$ cat src/rtl/dfs_pkg.sv
package dfs_pkg;
    localparam logic [7:0] FIS_REG_H2D = 8'h27;
    localparam logic [7:0] FIS_REG_D2H = 8'h34;
    localparam logic [7:0] FIS_DMA_ACT = 8'h39;
    localparam logic [7:0] FIS_DATA    = 8'h46;

    localparam int STATUS_ERR_BIT = 0;

    typedef enum logic [2:0] {
        ST_IDLE,
        ST_CMD,
        ST_RD_WAIT,
        ST_WR_WAIT,
        ST_WR_DATA,
        ST_FINISH
    } seq_state_e;

    typedef enum logic [1:0] {
        RX_DATA,
        RX_ACT,
        RX_STAT,
        RX_OTHER
    } rx_kind_e;
endpackage

$ cat src/rtl/dfs_rx_decode.sv
module dfs_rx_decode
    import dfs_pkg::*;
(
    input  logic [7:0] rx_type,
    output rx_kind_e   rx_kind
);
    always_comb begin
        unique case (rx_type)
            FIS_DATA:    rx_kind = RX_DATA;
            FIS_DMA_ACT: rx_kind = RX_ACT;
            FIS_REG_D2H: rx_kind = RX_STAT;
            default:     rx_kind = RX_OTHER;
        endcase
    end
endmodule

$ cat src/rtl/dfs_remain.sv
module dfs_remain #(
    parameter int REM_W         = 25,
    parameter int LEN_W         = 14,
    parameter int MAX_FIS_BYTES = 8192
) (
    input  logic             clk,
    input  logic             rst_n,
    input  logic             load,
    input  logic [REM_W-1:0] load_bytes,
    input  logic             consume,
    output logic [LEN_W-1:0] chunk,
    output logic             rem_zero
);
    localparam logic [REM_W-1:0] MAX_REM = REM_W'(MAX_FIS_BYTES);

    logic [REM_W-1:0] rem_q;

    always_comb begin
        if (rem_q > MAX_REM) begin
            chunk = LEN_W'(MAX_FIS_BYTES);
        end else begin
            chunk = rem_q[LEN_W-1:0];
        end
        rem_zero = (rem_q == '0);
    end

    always_ff @(posedge clk) begin
        if (!rst_n) begin
            rem_q <= '0;
        end else if (load) begin
            rem_q <= load_bytes;
        end else if (consume) begin
            rem_q <= rem_q - REM_W'(chunk);
        end
    end
endmodule

$ cat src/rtl/dfs_fsm.sv
module dfs_fsm
    import dfs_pkg::*;
(
    input  logic       clk,
    input  logic       rst_n,
    input  logic       cmd_valid,
    input  logic       wr_q,
    input  logic       tx_ready,
    input  logic       rx_valid,
    input  rx_kind_e   rx_kind,
    input  logic       rx_err,
    input  logic       rem_zero,
    output seq_state_e state,
    output logic       cmd_ready,
    output logic       tx_valid,
    output logic       tx_is_data,
    output logic       rx_ready,
    output logic       done,
    output logic       done_err,
    output logic       load,
    output logic       consume
);
    seq_state_e state_q, state_d;
    logic       err_q, err_d;

    // next state and error flag
    always_comb begin
        state_d = state_q;
        err_d   = err_q;
        unique case (state_q)
            ST_IDLE: begin
                err_d = 1'b0;
                if (cmd_valid) state_d = ST_CMD;
            end
            ST_CMD: begin
                if (tx_ready) state_d = wr_q ? ST_WR_WAIT : ST_RD_WAIT;
            end
            ST_RD_WAIT: begin
                if (rx_valid) begin
                    unique case (rx_kind)
                        RX_DATA: state_d = ST_RD_WAIT;
                        RX_STAT: begin
                            state_d = ST_FINISH;
                            err_d   = rx_err;
                        end
                        default: begin
                            state_d = ST_FINISH;
                            err_d   = 1'b1;
                        end
                    endcase
                end
            end
            ST_WR_WAIT: begin
                if (rx_valid) begin
                    unique case (rx_kind)
                        RX_ACT: begin
                            if (rem_zero) begin
                                state_d = ST_FINISH;
                                err_d   = 1'b1;
                            end else begin
                                state_d = ST_WR_DATA;
                            end
                        end
                        RX_STAT: begin
                            state_d = ST_FINISH;
                            err_d   = rx_err;
                        end
                        default: begin
                            state_d = ST_FINISH;
                            err_d   = 1'b1;
                        end
                    endcase
                end
            end
            ST_WR_DATA: begin
                if (tx_ready) state_d = ST_WR_WAIT;
            end
            ST_FINISH: begin
                state_d = ST_IDLE;
            end
            default: begin
                state_d = ST_IDLE;
            end
        endcase
    end

    // state register
    always_ff @(posedge clk) begin
        if (!rst_n) begin
            state_q <= ST_IDLE;
            err_q   <= 1'b0;
        end else begin
            state_q <= state_d;
            err_q   <= err_d;
        end
    end

    // outputs
    always_comb begin
        cmd_ready  = 1'b0;
        tx_valid   = 1'b0;
        tx_is_data = 1'b0;
        rx_ready   = 1'b0;
        done       = 1'b0;
        load       = 1'b0;
        consume    = 1'b0;
        unique case (state_q)
            ST_IDLE: begin
                cmd_ready = 1'b1;
                load      = cmd_valid;
            end
            ST_CMD: begin
                tx_valid = 1'b1;
            end
            ST_RD_WAIT, ST_WR_WAIT: begin
                rx_ready = 1'b1;
            end
            ST_WR_DATA: begin
                tx_valid   = 1'b1;
                tx_is_data = 1'b1;
                consume    = tx_ready;
            end
            ST_FINISH: begin
                done = 1'b1;
            end
            default: begin
                cmd_ready = 1'b0;
            end
        endcase
        done_err = done & err_q;
        state    = state_q;
    end
endmodule

$ cat src/rtl/dma_fis_seq.sv
module dma_fis_seq
    import dfs_pkg::*;
#(
    parameter int SEC_W         = 16,
    parameter int SECT_BYTES    = 512,
    parameter int MAX_FIS_BYTES = 8192,
    localparam int LEN_W        = $clog2(MAX_FIS_BYTES + 1)
) (
    input  logic             clk,
    input  logic             rst_n,
    input  logic             cmd_valid,
    output logic             cmd_ready,
    input  logic [7:0]       cmd_opcode,
    input  logic             cmd_write,
    input  logic [SEC_W-1:0] cmd_sectors,
    output logic             tx_valid,
    input  logic             tx_ready,
    output logic [7:0]       tx_type,
    output logic [7:0]       tx_opcode,
    output logic             tx_write,
    output logic [LEN_W-1:0] tx_len,
    input  logic             rx_valid,
    output logic             rx_ready,
    input  logic [7:0]       rx_type,
    input  logic [7:0]       rx_status,
    output logic             done,
    output logic             done_err,
    output logic             busy
);
    localparam int SB_W  = $clog2(SECT_BYTES);
    localparam int REM_W = SEC_W + SB_W;

    seq_state_e       state;
    rx_kind_e         rx_kind;
    logic             load, consume, rem_zero, tx_is_data;
    logic [LEN_W-1:0] chunk;
    logic [7:0]       opcode_q;
    logic             wr_q;
    logic [REM_W-1:0] load_bytes;

    assign load_bytes = REM_W'(cmd_sectors) << SB_W;

    always_ff @(posedge clk) begin
        if (!rst_n) begin
            opcode_q <= '0;
            wr_q     <= 1'b0;
        end else if (load) begin
            opcode_q <= cmd_opcode;
            wr_q     <= cmd_write;
        end
    end

    dfs_rx_decode u_dec (
        .rx_type (rx_type),
        .rx_kind (rx_kind)
    );

    dfs_remain #(
        .REM_W         (REM_W),
        .LEN_W         (LEN_W),
        .MAX_FIS_BYTES (MAX_FIS_BYTES)
    ) u_rem (
        .clk        (clk),
        .rst_n      (rst_n),
        .load       (load),
        .load_bytes (load_bytes),
        .consume    (consume),
        .chunk      (chunk),
        .rem_zero   (rem_zero)
    );

    dfs_fsm u_fsm (
        .clk        (clk),
        .rst_n      (rst_n),
        .cmd_valid  (cmd_valid),
        .wr_q       (wr_q),
        .tx_ready   (tx_ready),
        .rx_valid   (rx_valid),
        .rx_kind    (rx_kind),
        .rx_err     (rx_status[STATUS_ERR_BIT]),
        .rem_zero   (rem_zero),
        .state      (state),
        .cmd_ready  (cmd_ready),
        .tx_valid   (tx_valid),
        .tx_is_data (tx_is_data),
        .rx_ready   (rx_ready),
        .done       (done),
        .done_err   (done_err),
        .load       (load),
        .consume    (consume)
    );

    assign tx_type   = tx_is_data ? FIS_DATA : FIS_REG_H2D;
    assign tx_opcode = opcode_q;
    assign tx_write  = wr_q;
    assign tx_len    = tx_is_data ? chunk : '0;
    assign busy      = (state != ST_IDLE);
endmodule

$ cat config.mk
export PLATFORM = sky130hd
export DESIGN_NAME = dma_fis_seq
export DESIGN_NICKNAME = d
export VERILOG_FILES = /design/src/rtl/dfs_pkg.sv /design/src/rtl/dfs_rx_decode.sv /design/src/rtl/dfs_remain.sv /design/src/rtl/dfs_fsm.sv /design/src/rtl/dma_fis_seq.sv
export SDC_FILE = /design/constraint.sdc
export NUM_CORES = 1
export LEC_CHECK = 0
export BUFFER_PORTS_ARGS = -buffer_cell sky130_fd_sc_hd__buf_2
export CAP_MARGIN = 15
export CELL_PAD_IN_SITES_DETAIL_PLACEMENT = 1
export CELL_PAD_IN_SITES_GLOBAL_PLACEMENT = 2
export CORE_AREA = 2 2 97 99
export CTS_CLUSTER_SIZE = 28
export DETAILED_ROUTE_END_ITERATION = 8
export DIE_AREA = 0 0 99 101
export GPL_ROUTABILITY_DRIVEN = 0
export HOLD_SLACK_MARGIN = 0.03
export PLACE_DENSITY = 0.85
export SLEW_MARGIN = 0
export SYNTH_ARGS = -nofsm -noshare
export SYNTH_HDL_FRONTEND = slang
export SYNTH_SLANG_ARGS = --single-unit
$ cat constraint.sdc
create_clock -name clk -period 3.8 [get_ports clk]
set_input_delay 0.19 -clock clk [delete_from_list [all_inputs] [get_ports clk]]
set_output_delay 0.19 -clock clk [all_outputs]
set_load 0.01 [all_outputs]
# Word level (Yosys, flattened, before mapping)
# Cells that the tools add are included.
word_totals:
  register_bits: 38
  out_inout_bits: 37
op_classes:
  add_sub_neg: 1
  n_lt_le_gt_ge: 1
  eq_ne: 17
  muxes: 29
  bitwise_logic: 2
  n_reduce_logical: 11
op_table:
  columns: ["op", "n"]
  rows:
  - ["2-to-1 mux 25 bit", 2]
  - ["2-to-1 mux 14 bit", 2]
  - ["greater-than comparator 25 x 14 -> 1 bit, second input constant", 1]
  - ["zero test 25 bit", 1]
  - ["subtractor 25 x 14 -> 25 bit", 1]
  - ["2-to-1 mux 3 bit", 6]
  - ["== test 8 x 6 -> 1 bit, second input constant", 2]
  - ["one-hot mux 3 bit (5 select lines)", 1]
  - ["2-to-1 mux 1 bit", 13]
  - ["inequality test 2 bit, second input constant", 6]
  - ["AND reduction 5 bit", 2]
  - ["== test 8 x 7 -> 1 bit, second input constant", 1]
  - ["2-to-1 mux 7 bit", 1]
  - ["== test 3 x 2 -> 1 bit, second input constant", 2]
  - ["== test 3 bit, second input constant", 2]
  - ["one-hot mux 2 bit (3 select lines)", 1]
  - ["nonzero test 3 bit", 2]
  - ["OR reduction 2 bit", 3]
  - ["one-hot mux 1 bit (2 select lines)", 2]
  - ["== test 3 x 1 -> 1 bit, second input constant", 1]
  - ["zero test 3 bit", 1]
  - ["inequality test 3 bit, second input constant", 1]
  - ["one-hot mux 1 bit (3 select lines)", 1]
  - ["== test 2 x 1 -> 1 bit, second input constant", 1]
  - ["5 further kinds", 5]

# Longest topological paths before layout
logic_depth:
  depth_word: 6
  depth_mapped: 11
  ltp_nobuf: 10

# Hierarchy
# From an unflattened synthesis, not the netlist that was laid out.
hier_totals:
  hier_cells: 319
  hier_area_um2: 2542.4
by_module_without_submodules:
  columns: ["mod", "instances", "cells_each", "area_each_um2", "seq_area_each_um2"]
  rows:
  - ["dfs_remain", 1, 208, 1596.5, 500.5]
  - ["dma_fis_seq", 1, 54, 500.5, 180.2]
  - ["dfs_fsm", 1, 49, 387.9, 80.1]
  - ["dfs_rx_decode", 1, 8, 57.6, 0.0]

# Worst setup path before layout
# OpenSTA, ideal clock, no wires.
synth_path:
  kind: "reg2reg"
  start: "register u_rem.rem_q[22]"
  end: "register u_rem.rem_q[18]"
  setup_ns: 0.074
  arrival_ns: 2.746
  required_ns: 3.726
  path_slack_ns: 0.979
  stages_incl_launch_ff: 12
  path_buffers: 1
  synth_period_minus_slack_ns: 2.821
  path_cell_list: "dfxtp_1 -> clkbuf_1 -> nor4_1 -> and3_1 -> o21ai_0 -> nand2_1 -> ha_1 -> or4_1 -> o41a_1 -> a21o_4 -> or4_1 -> a31oi_1"
synth_between:
  elab_chain_len: 5
synth_rtl:
  columns: ["item", "line", "text"]
  rows:
  - ["start: declaration", "dfs_remain.sv:16", "logic [REM_W-1:0] rem_q;"]
  - ["start signal: assignment", "dfs_remain.sv:31", "rem_q <= load_bytes;"]
  - ["start signal: assignment", "dfs_remain.sv:33", "rem_q <= rem_q - REM_W'(chunk);"]
  - ["greater-than comparator 25 x 14 -> 1 bit", "dfs_remain.sv:19", "if (rem_q > MAX_REM) begin"]
  - ["2-to-1 mux 14 bit", "dfs_remain.sv:19", null]
  - ["subtractor 25 x 14 -> 25 bit", "dfs_remain.sv:33", null]
  - ["2-to-1 mux 25 bit", "dfs_remain.sv:32", "end else if (consume) begin"]
  - ["2-to-1 mux 25 bit", "dfs_remain.sv:30", "end else if (load) begin"]
# Every way passes these cells. The select of a mux whose other input is x is not followed.
# A chain may end at the register's enable or synchronous reset.

# Worst setup path after layout
layout_path:
  start: "register u_rem.rem_q[1]"
  end: "register u_rem.rem_q[18]"
layout_between:
  elab_chain_len: 5
layout_rtl:
  columns: ["item", "line"]
  rows:
  - ["greater-than comparator 25 x 14 -> 1 bit", "dfs_remain.sv:19"]
  - ["2-to-1 mux 14 bit", "dfs_remain.sv:19"]
  - ["subtractor 25 x 14 -> 25 bit *", "dfs_remain.sv:33"]
  - ["2-to-1 mux 25 bit *", "dfs_remain.sv:32"]
  - ["2-to-1 mux 25 bit *", "dfs_remain.sv:30"]
# Mark *: on every way between the ends. The rest lies on a longest branch, timed or not. The select of a mux whose other input is x is not followed.

==> flow_summary.yaml <==
status:
  outcome: "finished clean"
floorplanning:
  dieArea_um2: 10000
  fp.coreArea_um2: 8980
  num_rows: 35
  ios: 83
  die-width_um: 99
  fp.dieH_um: 101
  start_util: 0.263
pwr:
  power_frac_clock: 0.291
  peakVddDrop_mv: 0.129
  intPower_w: 0.000672
  p_sw_w: 0.000362
  p_sw_frac: 0.350
  power.share.sequential: 0.442
  p_per_area_nw_per_um2: 363
  leakage_nw: 1.22
  combPwrFrac: 0.267
timing:
  skew_ns: 0.00357
  period_share: 0.891
  slew_headroom: 0.480
  hold_viol_final: 0
  whs_ns: 0.127
  worst_slew_pin_slew_ns: 0.776
  rsz0062_at_grt: "no"
  fin_setup_tns_ns: 0
  slew_violations: 0
  fmax_mhz: 295
  post-route-min-period_ns: 3.39
  finalSetupViolations: 0
grt:
  grt_max_degree: 25
  gr-total-overflow: 0
  grt_pass1_wl_mm: 12.3
  grt_usage: 0.149
  antenna_found_initial: 0
  grt_pass1_vias: 2522
critical_path:
  slowest_stage: "or4_1"
  reg2reg_depth: 10
  slowest_delay_ns: 0.49
  path_common_cell: "or4_1"
  start_kind: "flop"
  critPathKind: "reg -> reg"
  crit_buf_inv: 0
  cp.required_ns: 4.02
  crit_fanout: 12
  cp.arrival_ns: 3.60
  r2r-start: "u_rem.rem_q[1]$_SDFFE_PP0P_"
  timing.critical_path.from: "u_rem.rem_q[1]$_SDFFE_PP0P_"
  path_cells: "or4_1, nor4b_1, o21ai_1, nand2_1, ha_1, or4_1, o41a_1, a21o_4, or4_1, a31oi_1"
  end_kind: "flop"
  path_delay_family: "simple AND/OR/NAND/NOR gates"
  path_depth: 10
clock_network:
  cts_resized: 0
  cts_sinks: 38
  postCtsHoldBufs: 0
  cts_root_buf: "clkbuf_8"
  clk_pin_slew_ns: 0.08
  htree_levels: 2
  cts.path.max_buffers: 2
  cts_tree: "done"
  cts_inserted_buffers: 5
  clkLatencyLatePin_ns: 0.29
  cts_setup_buffers: 0
cells_and_area:
  area_growth_pct: 21.0
  final_nets: 414
  n_antenna_cell: 0
  drive_gt1_frac: 0.245
synth:
  seq_area_frac_synth: 0.323
  ys_top_cells_by_count: "nand2_1 (51), dfxtp_1 (38), a21oi_1 (22)"
  synth_edf_count: 0
  synthArstFlopShare: 0
  yosysMostFrequentCell: "nand2_1"
  ys_warn_count: 0
  netlist_top_cells_area: "dfxtp_1 (32%), nand2_1 (8.1%), a21oi_1 (4.7%), and3_1 (3.7%), o21ai_0 (3.2%)"
  ys_ff_latch: 38
  postSynthCellCount: 310
  netlist.area_leader.share: 0.323
  syn-cell-area_um2: 2360
  avgSynthCellArea_um2: 7.60
  synthFlopType: "dfxtp_1"
  synth_top_area_cell: "dfxtp_1"
  synth_cell_type_count: 59
detailed_routing:
  num_vias: 2521
  first_iter_violations: 116
  viasPerCell: 5.26
  wire_per_inst_um: 15.3
  antenna_left: 0
  firstDrtPassIters: 4
  wl_mm: 7.34
  drc_errors: 0
placement:
  post-dp-hpwl_mm: 5.40
  port_buffers: 70
hold_path:
  min_path_cells: 3
  hold_class: "in -> reg"
  worstHoldStart: "cmd_opcode[2]"
flow_run:
  maxCapViolCount: 0
-- final cells by class --
| cell class | count | area [um2] |
|---|---|---|
| flip-flops and latches | 38 | 761 |
| inverters | 6 | 22.5 |
| clock buffers | 6 | 82.6 |
| fillers | 1127 | 6120 |
| well taps | 111 | 139 |
| clock inverters | 2 | 12.5 |
| repair buffers | 72 | 365 |
| multi-input cells | 244 | 1470 |
-- cells by family (layout without fill, tap and decap cells) --
logic type	after synthesis	after routing	share of synthesized area
other cells	2	6	0.00319
xor+xnor	2	2	0.00743
flops	38	38	0.323
simple gates	142	142	0.316
fa+ha+maj	1	1	0.00531
mux	2	2	0.00849
buf+inv	32	86	0.0637
compound gates	91	91	0.273
-- registers in the layout, indices dropped and copies added, names as in the netlist --
signal,count
u_rem.rem_q,25
tx_opcode,8
u_fsm.state,3
tx_write,1
u_fsm.err_q,1
-- cells in the final DEF (no fill, tap or decap), types with 2 or more instances in the layout --
cell type  netlist  routed
buf_4            7       2
and2_1           7       7
nor4b_1          2       2
a2bb2oi_1        4       4
nor2_1          16      16
o211ai_1         5       5
or4_1            7       7
xnor2_1          2       2
nand2b_1         3       3
o311ai_0         5       5
and3_1          14      14
nor2b_1          2       2
a31oi_1          8       8
dfxtp_1         38      38
o31a_1           2       2
a21oi_1         22      22
a2111oi_0        2       2
nand2_1         51      51
nand3_1         13      13
a211oi_1         2       2
o32ai_1          2       2
o21a_1           5       5
clkbuf_8         0       6
o31ai_1          2       2
mux2i_1          2       2
inv_1            6       6
buf_2            3      70
a41oi_1          2       2
conb_1           2       6
or3_1            4       4
nor3_1          10      10
o21ai_0         15      14
a22oi_1          4       4
-- layer usage --
metal | share of wire | GRT usage
met1 | 0.47 | 0.201
met2 | 0.48 | 0.249
met3 | 0.035 | 0.0243
met4 | 0.010 | 0.0390
met5 | 0 | 0
-- worst paths after layout --
kind / end / slack [ns]
max: u_rem.rem_q[18]$_SDFFE_PN0P_ / 0.41
min: tx_opcode[2]$_SDFFE_PN0P_ / 0.13
max reg2reg: u_rem.rem_q[18]$_SDFFE_PN0P_ / 0.41
min reg2reg: tx_opcode[4]$_SDFFE_PN0P_ / 0.45
-- worst register-to-register path: stages, from the launching register on --
cell and delay, ns:
dfxtp_1 0.44, or4_1 0.28, nor4b_1 0.13, o21ai_1 0.31, nand2_1 0.11, ha_1 0.36, or4_1 0.49, o41a_1 0.39
a21o_4 0.24, or4_1 0.39, a31oi_1 0.16
-- metrics by stage --
step	utilization	total power (W)	std cells	setup WS, ns	cell area (um2)
finish	0.318	0.00103	479	0.414	2850
floorplan	-	0.000652	314	0.979	2370
CTS	0.318	0.00105	479	0.283	2850
global route	0.318	0.00110	479	0.0842	2850
global placement	0.307	0.000736	471	0.503	2760
detailed placement	0.307	0.000744	471	0.317	2760
-- power by group through the flow --
stage / Sequential, W / Clock [W] / Combinational (W)
finish: 0.000457 / 0.000301 / 0.000276
global route: 0.000463 / 0.000326 / 0.000313
CTS: 0.000457 / 0.000311 / 0.000279
detailed placement: 0.000466 / 0 / 0.000278
global placement: 0.000465 / 0 / 0.000271
floorplan: 0.000453 / 0 / 0.000199
Power figures use the tool's default switching activity.
